[src/rtl/awd_pkg.sv]
package awd_pkg;
  // Strobes handed from qualification control to the comparison datapath
  typedef struct packed {
    logic check;  // this cycle's result must be compared against the window
    logic clear;  // drop the sticky alarm
  } awd_strobe_t;
endpackage

[src/rtl/awd_ctrl.sv]
module awd_ctrl
  import awd_pkg::*;
#(
  parameter int CH_W = 5
) (
  input  logic            clk,
  input  logic            rst_n,
  input  logic            resValid,
  input  logic [CH_W-1:0] resChan,
  input  logic            resInjected,
  input  logic            regEn,
  input  logic            injEn,
  input  logic            singleChan,
  input  logic [CH_W-1:0] selChan,
  input  logic            flagClear,
  output awd_strobe_t     strb
);

  logic groupOn;
  logic chanOk;

  always_comb begin
    groupOn    = resInjected ? injEn : regEn;
    chanOk     = !singleChan || (resChan == selChan);
    strb.check = resValid && groupOn && chanOk;
    strb.clear = flagClear;
  end

  AST_IDLE_NO_CHECK: assert property (@(posedge clk) disable iff (!rst_n)
    !resValid |-> !strb.check);
  AST_GROUPS_OFF: assert property (@(posedge clk) disable iff (!rst_n)
    (!regEn && !injEn) |-> !strb.check);
  AST_CHAN_FILTER: assert property (@(posedge clk) disable iff (!rst_n)
    (singleChan && resChan != selChan) |-> !strb.check);

endmodule

[src/rtl/awd_dp.sv]
module awd_dp
  import awd_pkg::*;
#(
  parameter int DATA_W = 12
) (
  input  logic              clk,
  input  logic              rst_n,
  input  awd_strobe_t       strb,
  input  logic [DATA_W-1:0] resData,
  input  logic [DATA_W-1:0] thrLow,
  input  logic [DATA_W-1:0] thrHigh,
  output logic              flag
);

  logic aboveHigh;
  logic belowLow;
  logic violation;

  always_comb begin
    aboveHigh = resData > thrHigh;
    belowLow  = resData < thrLow;
    violation = strb.check && (aboveHigh || belowLow);
  end

  // A fresh violation outranks a clear arriving in the same cycle
  always_ff @(posedge clk) begin
    if (!rst_n)          flag <= 1'b0;
    else if (violation)  flag <= 1'b1;
    else if (strb.clear) flag <= 1'b0;
  end

  AST_HIGH_SETS: assert property (@(posedge clk) disable iff (!rst_n)
    (strb.check && resData > thrHigh) |=> flag);
  AST_LOW_SETS: assert property (@(posedge clk) disable iff (!rst_n)
    (strb.check && resData < thrLow) |=> flag);
  AST_INSIDE_QUIET: assert property (@(posedge clk) disable iff (!rst_n)
    (!flag && resData >= thrLow && resData <= thrHigh) |=> !flag);
  AST_STICKY: assert property (@(posedge clk) disable iff (!rst_n)
    (flag && !strb.clear) |=> flag);
  AST_CLEAR_DROPS: assert property (@(posedge clk) disable iff (!rst_n)
    (strb.clear && !strb.check) |=> !flag);

endmodule

[src/rtl/adc_window_watch.sv]
module adc_window_watch
  import awd_pkg::*;
#(
  parameter int DATA_W = 12,
  parameter int CH_W   = 5
) (
  input  logic              clk,
  input  logic              rst_n,
  input  logic              resValid,
  input  logic [DATA_W-1:0] resData,
  input  logic [CH_W-1:0]   resChan,
  input  logic              resInjected,
  input  logic [DATA_W-1:0] thrLow,
  input  logic [DATA_W-1:0] thrHigh,
  input  logic              regEn,
  input  logic              injEn,
  input  logic              singleChan,
  input  logic [CH_W-1:0]   selChan,
  input  logic              irqEn,
  input  logic              flagClear,
  output logic              wdFlag,
  output logic              wdIrq
);

  awd_strobe_t strb;

  awd_ctrl #(.CH_W(CH_W)) u_ctrl (
    .clk        (clk),
    .rst_n      (rst_n),
    .resValid   (resValid),
    .resChan    (resChan),
    .resInjected(resInjected),
    .regEn      (regEn),
    .injEn      (injEn),
    .singleChan (singleChan),
    .selChan    (selChan),
    .flagClear  (flagClear),
    .strb       (strb)
  );

  awd_dp #(.DATA_W(DATA_W)) u_dp (
    .clk    (clk),
    .rst_n  (rst_n),
    .strb   (strb),
    .resData(resData),
    .thrLow (thrLow),
    .thrHigh(thrHigh),
    .flag   (wdFlag)
  );

  assign wdIrq = wdFlag & irqEn;

  AST_IRQ_MASKED: assert property (@(posedge clk) disable iff (!rst_n)
    !irqEn |-> !wdIrq);
  AST_IRQ_RAISED: assert property (@(posedge clk) disable iff (!rst_n)
    (irqEn && wdFlag) |-> wdIrq);

endmodule

[config.mk]
export PLATFORM = sky130hd
export DESIGN_NAME = adc_window_watch
export DESIGN_NICKNAME = d
export VERILOG_FILES = /design/src/rtl/awd_pkg.sv /design/src/rtl/awd_ctrl.sv /design/src/rtl/awd_dp.sv /design/src/rtl/adc_window_watch.sv
export SDC_FILE = /design/constraint.sdc
export NUM_CORES = 1
export LEC_CHECK = 0
export BUFFER_PORTS_ARGS = -buffer_cell sky130_fd_sc_hd__buf_2
export CAP_MARGIN = 0
export CORE_ASPECT_RATIO = 2
export CORE_MARGIN = 2
export CORE_UTILIZATION = 25
export DETAILED_ROUTE_END_ITERATION = 12
export HOLD_SLACK_MARGIN = 0.03
export SLEW_MARGIN = 5
export SYNTH_ARGS = -nofsm -noshare
export SYNTH_HDL_FRONTEND = slang
export SYNTH_SLANG_ARGS = --single-unit
[constraint.sdc]
create_clock -name clk -period 2.3 [get_ports clk]
set_clock_uncertainty 0.05 [all_clocks]
set_input_delay 0.115 -clock clk [delete_from_list [all_inputs] [get_ports clk]]
set_output_delay 0.115 -clock clk [all_outputs]
set_load 0.01 [all_outputs]
==> results of run 1 <==
## per-stage QoR
step           setup WS (ns)  instances
6_report               0.780        179
5_1_grt                0.658        179
4_1_cts                0.775        179
3_5_place_dp           0.788        179
3_3_place_gp           0.833        179
2_1_floorplan          0.995         94
## worst register-to-register path, stage by stage (launching register included)
cell      delay, ns
dfxtp_1        0.33
nor2b_1        0.21
a31oi_1        0.09
a211oi_2       0.20
## worst max path at each step
stage                 from        end  cells after the start
2_1_floorplan  thrHigh[10]  u_dp.flag                      7
3_3_place_gp   resData[10]  u_dp.flag                      7
3_5_place_dp   resData[10]  u_dp.flag                      7
4_1_cts        resData[10]  u_dp.flag                      7
5_1_grt        resData[10]  u_dp.flag                      7
6_report       resData[10]  u_dp.flag                      7
## power by group
part / internal (W) / leakage [nW] / switching, W
clock: 0 / 0 / 0
combinational: 0.0000830 / 0.627 / 0.0000715
sequential: 0.0000185 / 0.00813 / 0.000000547
total: 0.000102 / 0.635 / 0.0000720
## per-layer routing
layer	part of all wire [%]	vias to the layer above
met4	0	0
met5	0	-
li1	-	440
met1	33	379
met2	61	31
met3	5.5	0
## cells in the final DEF (no fill, tap or decap), types with 3 or more instances in the layout
cell	instances
xnor2_1	3
a21oi_1	8
nand2_1	4
inv_1	24
nand3_1	4
buf_2	56
ha_1	23
nand4_1	3
## cells in the mapped netlist
cell type and n:
o21ai_1 1, a21o_1 2, o311ai_0 1, a211oi_2 1, and2_1 1, nor3_1 1, nand3_1 4, inv_1 24
or3_1 1, mux2_2 1, o21ai_2 1, and4_1 1, nand2_1 4, nor2b_1 2, nand4_1 3, a31oi_1 1
ha_1 23, a211oi_1 1, a21oi_1 8, nor2_1 2, xor2_1 2, dfxtp_1 1, o31ai_1 2, a221oi_2 1
a21oi_2 1, o211ai_1 1, xnor2_1 3
## kinds of logic after synthesis
family                     count (synthesis)  share of synthesized area (%)
AOI/OAI and AO/OA                         21                           21.4
xor gates and xnor gates                   5                           6.23
adders and majority gates                 23                           40.9
buffers and inverters                     24                           12.8
DFF                                        1                           2.85
muxes                                      1                           1.60
and+or+nand+nor                           19                           14.2
## final cells by class
cell class	instances	area, um^2	area share, %
Tap cell	29	36.3	3.56
Sequential cell	1	20.0	1.96
Multi-Input combinational cell	69	593	58.2
Timing Repair Buffer	56	280	27.5
Inverter	24	90.1	8.83
==> impl_metrics.csv, run 1 <==
group,metric,value,unit
place,portBuffers,56,
clock_tree,post-cts-setup-buffers,0,
global_routing,use_met3,0.227,%
logic_synthesis,syn_area,703,um^2
finish,reg_top3,"u_dp.flag: 1 flops",
sta,max_freq,658,MHz
global_routing,grt_max_degree,4,
finish,area_growth,45.0,%
logic_synthesis,syn-num-nets,172,
sta,rsz0062_at_grt,"false",
clock_tree,clkTransAtPathRegs,0,ns
sta,drv_slew,0,
global_routing,busiest_layer,"met2",
place,gp_congestion,0.807,
finish,regMostFlops,"u_dp.flag",
drt,wire_per_inst,10.1,um
global_routing,grt_util_all_layers,10.9,%
critical_path,cp.required,2.12,ns
sta,hold_viol,0,
logic_synthesis,synth_area_leaders,"ha_1 41%, inv_1 13%, a21oi_1 5.7%",
drt,dr.pass1.iters,4,
critical_path,reg2reg_slack,1.34,ns
place,dpl-instance-area,1020,um^2
floorplanning,die_w,41.5,um
floorplanning,fp.dieH,79,um
critical_path,cp_num_buf_inv,1,
critical_path,critical_path_class,"input port to register",
sta,period_share,66.1,%
sta,tightestPinTransition,0.307,ns
worst_hold_path,min-delay-start,"rst_n",
critical_path,arrival,1.34,ns
logic_synthesis,ys_ff_latch,1,
power_and_ir_drop,power_leakage,0.635,nW
power_and_ir_drop,power_density,170,nW/um^2
run,maxCapViolCount,0,
critical_path,crit-reg2reg-launch,"u_dp.flag",
global_routing,overflow,0,
global_routing,antenna_found_initial,0,
clock_tree,cts_hold_buf,0,
logic_synthesis,yosysWarnings,0,
power_and_ir_drop,power,0.000174,W
drt,totalWireLength,1820,um
logic_synthesis,syn_inst,94,
clock_tree,cts.repair.resized,0,
drt,vias,850,
finish,utilization,37.7,%
critical_path,start_kind,"input port",
power_and_ir_drop,vdd_drop_max,0.101,mV
floorplanning,dieArea,3280,um^2
sta,whs,0.314,ns
critical_path,worstSetupEndpointType,"register",
run_status,status,"complete, no violations",
global_routing,grt_pass1_vias,812,
drt,dr.first_iter.drc_count,7,
logic_synthesis,avgSynthCellArea,7.48,um^2
worst_hold_path,min_to,"u_dp.flag",
drt,ant_nets,0,
global_routing,grt_pass1_wl,3020,um
critical_path,cpMaxStageDelayCell,"ha_1",
sta,max_slew_margin,79.3,%
critical_path,r2r_end,"u_dp.flag",
logic_synthesis,synth_top_area_cell,"ha_1",
critical_path,path_cells,"buf_2 -> ha_1 -> a21oi_1 -> nand2_1 -> a21o_1 -> o31ai_1 -> a211oi_2",
finish,largest_register_ffs,1,
drt,viasPerCell,4.75,
drt,drc,0,
worst_hold_path,min_path_cells,3,
finish,final_nets,230,
sta,setup_violations,0,
finish,fill_cells,309,
logic_synthesis,yosysTopAreaCellShare,40.9,%
global_routing,grt.met1_usage,11.1,%
floorplanning,coreArea,2700,um^2
logic_synthesis,ys_seq_area_share,2.85,%
worst_hold_path,hold_path_class,"input port to register",
critical_path,path_delay_family,"compound AO/OA/AOI/OAI gates",
critical_path,path_max_fanout,3,
finish,final_cell_area,1020,um^2
finish,drive_gt1_share,40.7,%
logic_synthesis,ys_types,27,
critical_path,reg2regPathDepth,3,
clock_tree,clock_latency,0,ns
critical_path,max_stage_delay,0.32,ns
floorplanning,ios,57,
floorplanning,initial_utilization,26.0,%
floorplanning,rows,27,
sta,min_period,1.52,ns
finish,n_antenna_cell,0,
sta,setup_tns,0,ns
global_routing,met2_usage,24.2,%
place,hpwlAfterDp,1760,um
Power figures use the tool's default switching activity.
==> run 2: changes to the inputs <==
clock period = 1.4 ns   (was 2.3 ns; I/O delays follow)
==> impl_metrics.csv, run 2 (same netlist as run 1, synthesis figures left out) <==
group,metric,value,unit
run_status,status,"complete, no violations",
sta,setup_violations,0,
global_routing,antenna_found_initial,0,
critical_path,path_cells,"buf_8 -> ha_4 -> nor2b_1 -> o211ai_1 -> a211oi_2 -> o31ai_2 -> a211oi_2",
finish,final_nets,231,
floorplanning,dieArea,3280,um^2
floorplanning,initial_utilization,26.0,%
sta,min_period,1.35,ns
place,gp_congestion,0.803,
floorplanning,rows,27,
finish,final_common_cell,"buf_2",
critical_path,arrival,1.17,ns
global_routing,grt_pass1_wl,3020,um
drt,vias,855,
finish,largest_register_ffs,1,
clock_tree,clkTransAtPathRegs,0,ns
critical_path,cpMaxStageDelayCell,"o31ai_2",
drt,met2_length,1390,um
finish,utilization,47.3,%
floorplanning,ios,57,
drt,dr.first_iter.drc_count,3,
critical_path,cp.required,1.22,ns
run,maxCapViolCount,0,
floorplanning,fp.dieH,79,um
critical_path,start_kind,"input port",
finish,regMostFlops,"u_dp.flag",
sta,rsz0062_at_grt,"true",
sta,max_freq,739,MHz
finish,reg_top3,"u_dp.flag: 1 flops",
place,portBuffers,56,
drt,dr.pass1.iters,4,
drt,ant_nets,0,
sta,hold_viol,0,
power_and_ir_drop,power_leakage,0.654,nW
drt,totalWireLength,2170,um
finish,n_antenna_cell,0,
finish,fill_cells,277,
place,dpl-instance-area,1020,um^2
critical_path,worstSetupEndpointType,"register",
sta,drv_slew,0,
critical_path,max_stage_delay,0.26,ns
sta,tightestPinTransition,0.230,ns
finish,layout_common_cells,"51 x buf_2, 16 x inv_1, 15 x ha_4",
finish,final_cell_area,1280,um^2
power_and_ir_drop,power_density,299,nW/um^2
finish,area_growth,81.9,%
drt,viasPerCell,4.75,
worst_hold_path,hold_path_class,"input port to register",
drt,drc,0,
global_routing,grt_pass1_vias,780,
drt,m1WireLength,689,um
global_routing,overflow,0,
floorplanning,coreArea,2700,um^2
place,hpwlAfterDp,1700,um
clock_tree,cts_hold_buf,0,
global_routing,grt_util_all_layers,11.0,%
sta,setup_tns,0,ns
critical_path,path_common_cell,"a211oi_2",
drt,wl_met3,95,um
drt,top_layer,"met3",
power_and_ir_drop,vdd_drop_max,0.182,mV
sta,max_slew_margin,84.4,%
finish,drive_gt1_share,60.9,%
drt,wire_per_inst,12.1,um
floorplanning,die_w,41.5,um
sta,setup_slack,0.0468,ns
clock_tree,clock_latency,0,ns
critical_path,critical_path_class,"input port to register",
place,dp_slack,-0.0973,ns
critical_path,path_max_fanout,2,
global_routing,grt_max_degree,4,
sta,period_share,96.7,%
## run 2: worst paths after layout
path / cells after the start / to / startpoint / slack [ns]
setup / recovery: 7 / u_dp.flag / resData[1] / 0.05
hold / removal: 3 / u_dp.flag / rst_n / 0.25
setup reg to reg: 3 / u_dp.flag / u_dp.flag / 0.43
hold reg to reg: 3 / u_dp.flag / u_dp.flag / 0.69
## run 2: stage by stage
step / power [W] / hold WS [ns] / instances
after floorplan: 0.000174 / 0.144 / 94
after global placement: 0.000278 / 0.267 / 179
after detailed placement: 0.000287 / 0.255 / 179
after CTS: 0.000316 / 0.255 / 179
after global routing: 0.000426 / 0.271 / 180
final: 0.000382 / 0.251 / 180
## run 2: routing by layer
metal | global-route usage (%) | up-vias
li1 | - | 443
met5 | 0 | -
met1 | 10.8 | 383
met4 | 0 | 0
met3 | 0.682 | 0
met2 | 24.7 | 29
## run 2: what timing repair did
action                     CTS  global route
gates resized for setup     12            28
pin swaps                    8            22
setup endpoints to repair    1             1
setup buffers                0             1
## run 2: area by class of cell
| type | instances | area (um^2) | area share (%) |
|---|---|---|---|
| flip-flops and latches | 1 | 20.0 | 1.57 |
| multi-input cells | 69 | 815 | 63.7 |
| well taps | 29 | 36.3 | 2.84 |
| inverters | 24 | 92.6 | 7.24 |
| repair buffers | 57 | 315 | 24.7 |
## run 2: where the power goes
part           internal (W)  total [W]  switching [W]
Sequential        0.0000304  0.0000313    0.000000955
Clock                     0          0              0
Combinational      0.000191   0.000350       0.000159
## run 2: worst max-delay path: cells and delay by family
kind / cells / cell delay [ns]
adder cells (fa/ha/maj): 1 / 0.23
AO/OA/AOI/OAI: 4 / 0.64
buffers and inverters: 1 / 0.11
AND/OR/NAND/NOR: 1 / 0.12
==> run 3: changes to the inputs <==
CORE_ASPECT_RATIO = unset   (was 2)
CTS_CLUSTER_SIZE = 12   (was unset)
==> impl_metrics.csv, run 3 (same netlist as run 1, synthesis figures left out) <==
group,metric,value,unit
run_status,status,"complete, but fails checks",
run_status,violations,"negative setup slack",
critical_path,cpMaxStageDelayCell,"o31ai_2",
drt,wire_per_inst,10.8,um
finish,final_cell_area,1150,um^2
critical_path,start_kind,"input port",
sta,tightestPinTransition,0.325,ns
floorplanning,coreArea,2710,um^2
finish,final_cells,184,
floorplanning,fp.dieH,57.0,um
sta,setup_slack,-0.00851,ns
finish,final_nets,233,
worst_hold_path,min_path_cells,3,
critical_path,critical_path_class,"input port to register",
finish,final_common_cell,"buf_2",
drt,dr.first_iter.drc_count,4,
drt,viasPerCell,4.61,
global_routing,grt_pass1_wl,3310,um
worst_hold_path,hold_path_class,"input port to register",
finish,layout_common_cells,"54 x buf_2, 22 x inv_1, 19 x ha_1",
floorplanning,die_w,57.0,um
run,maxCapViolCount,0,
place,dpl-instance-area,1040,um^2
global_routing,grt_util_all_layers,12.1,%
drt,totalWireLength,1990,um
sta,rsz0062_at_grt,"true",
place,dp_slack,-0.0713,ns
finish,regMostFlops,"u_dp.flag",
critical_path,worstSetupEndpointType,"register",
critical_path,max_stage_delay,0.28,ns
place,portBuffers,56,
place,hpwlAfterDp,1720,um
sta,max_freq,710,MHz
critical_path,cp.required,1.22,ns
sta,setup_violations,1,
power_and_ir_drop,switchingPower,0.000142,W
place,gp_congestion,0.711,
finish,largest_register_ffs,1,
critical_path,reg2reg_slack,0.44,ns
power_and_ir_drop,power_leakage,0.664,nW
clock_tree,clkTransAtPathRegs,0,ns
drt,drc,0,
floorplanning,ios,57,
sta,min_period,1.41,ns
drt,met2_length,1040,um
power_and_ir_drop,p_seq_share,9.1,%
power_and_ir_drop,power_density,298,nW/um^2
drt,wl_met3,195,um
power_and_ir_drop,internal-power,0.000202,W
floorplanning,initial_utilization,25.9,%
finish,drive_gt1_share,52.3,%
drt,dr.pass1.iters,4,
power_and_ir_drop,p_comb_share,90.9,%
finish,area_growth,64.1,%
global_routing,grt_max_degree,4,
power_and_ir_drop,p_clk_share,0,%
sta,hold_viol,0,
finish,n_antenna_cell,0,
critical_path,path_max_fanout,2,
global_routing,grt_pass1_vias,845,
drt,ant_nets,0,
floorplanning,rows,19,
finish,reg_top3,"u_dp.flag: 1 flops",
place,place_inst,183,
clock_tree,clock_latency,0,ns
critical_path,reg2regPathDepth,3,
drt,vias,849,
sta,period_share,101,%
drt,top_layer,"met3",
power_and_ir_drop,switching_share,41.2,%
floorplanning,dieArea,3250,um^2
critical_path,path_cells,"buf_6 -> inv_4 -> ha_4 -> nor2b_4 -> o211ai_1 -> a211oi_2 -> o31ai_2 -> a211oi_2",
critical_path,arrival,1.23,ns
power_and_ir_drop,vdd_drop_max,0.178,mV
global_routing,antenna_found_initial,0,
global_routing,overflow,0,
sta,max_slew_margin,78.0,%
sta,drv_slew,0,
critical_path,path_common_cell,"a211oi_2",
drt,m1WireLength,750,um
run 3: changes by cell type in the layout (fill, tap and decap cells not counted), moves of 3 or more:
cell,delta
ha_4,-11
a21oi_1,-4
a21oi_2,+4
buf_2,+3
ha_1,+11
inv_2,-6
inv_1,+6
run 3: layout make-up:
class | count | area [um^2]
fill | 295 | 1560
multi-input combinational | 69 | 687
timing repair buffer | 59 | 315
inverter | 24 | 92.6
tap | 31 | 38.8
sequential | 1 | 20.0
run 3: through the flow:
step	setup TNS (ns)	hold WS [ns]	total power, W	utilization [%]
after global routing	-0.0633	0.260	0.000385	42.6
after CTS	0	0.255	0.000319	40.4
final	-0.00851	0.253	0.000344	42.6
after global placement	-0.0343	0.252	0.000287	38.3
after floorplan	0	0.144	0.000174	-
after detailed placement	-0.0713	0.255	0.000294	38.3
run 3: metal layers:
layer,up-vias,global-route usage (%)
li1,448,-
met1,360,14.0
met2,41,24.5
met3,0,1.81
met4,0,0
met5,-,0
run 3: power groups by stage:
| stage | combinational, W | clock (W) | sequential (W) |
|---|---|---|---|
| after floorplan | 0.000142 | 0 | 0.0000316 |
| after global placement | 0.000256 | 0 | 0.0000312 |
| after detailed placement | 0.000263 | 0 | 0.0000314 |
| after CTS | 0.000288 | 0 | 0.0000314 |
| after global routing | 0.000354 | 0 | 0.0000316 |
| final | 0.000313 | 0 | 0.0000313 |
run 3: final timing paths:
kind / to / from
setup reg to reg: u_dp.flag / u_dp.flag
hold reg to reg: u_dp.flag / u_dp.flag
hold / removal: u_dp.flag / rst_n
setup / recovery: u_dp.flag / thrHigh[1]
run 3: repair_timing:
action | CTS | global route
gates cloned | 0 | 0
resized for setup | 10 | 12
hold buffers | 0 | 0
endpoints found under the setup margin | 1 | 1
pin swaps | 7 | 11
endpoints found under the hold margin | 0 | 0
buffers inserted | 0 | 1
run 3: critical path: cells and delay by family:
kind | cells | cell delay, ns
AOI/OAI and AO/OA | 4 | 0.70
adders and majority gates | 1 | 0.20
buffers and inverters | 2 | 0.15
and+or+nand+nor | 1 | 0.12
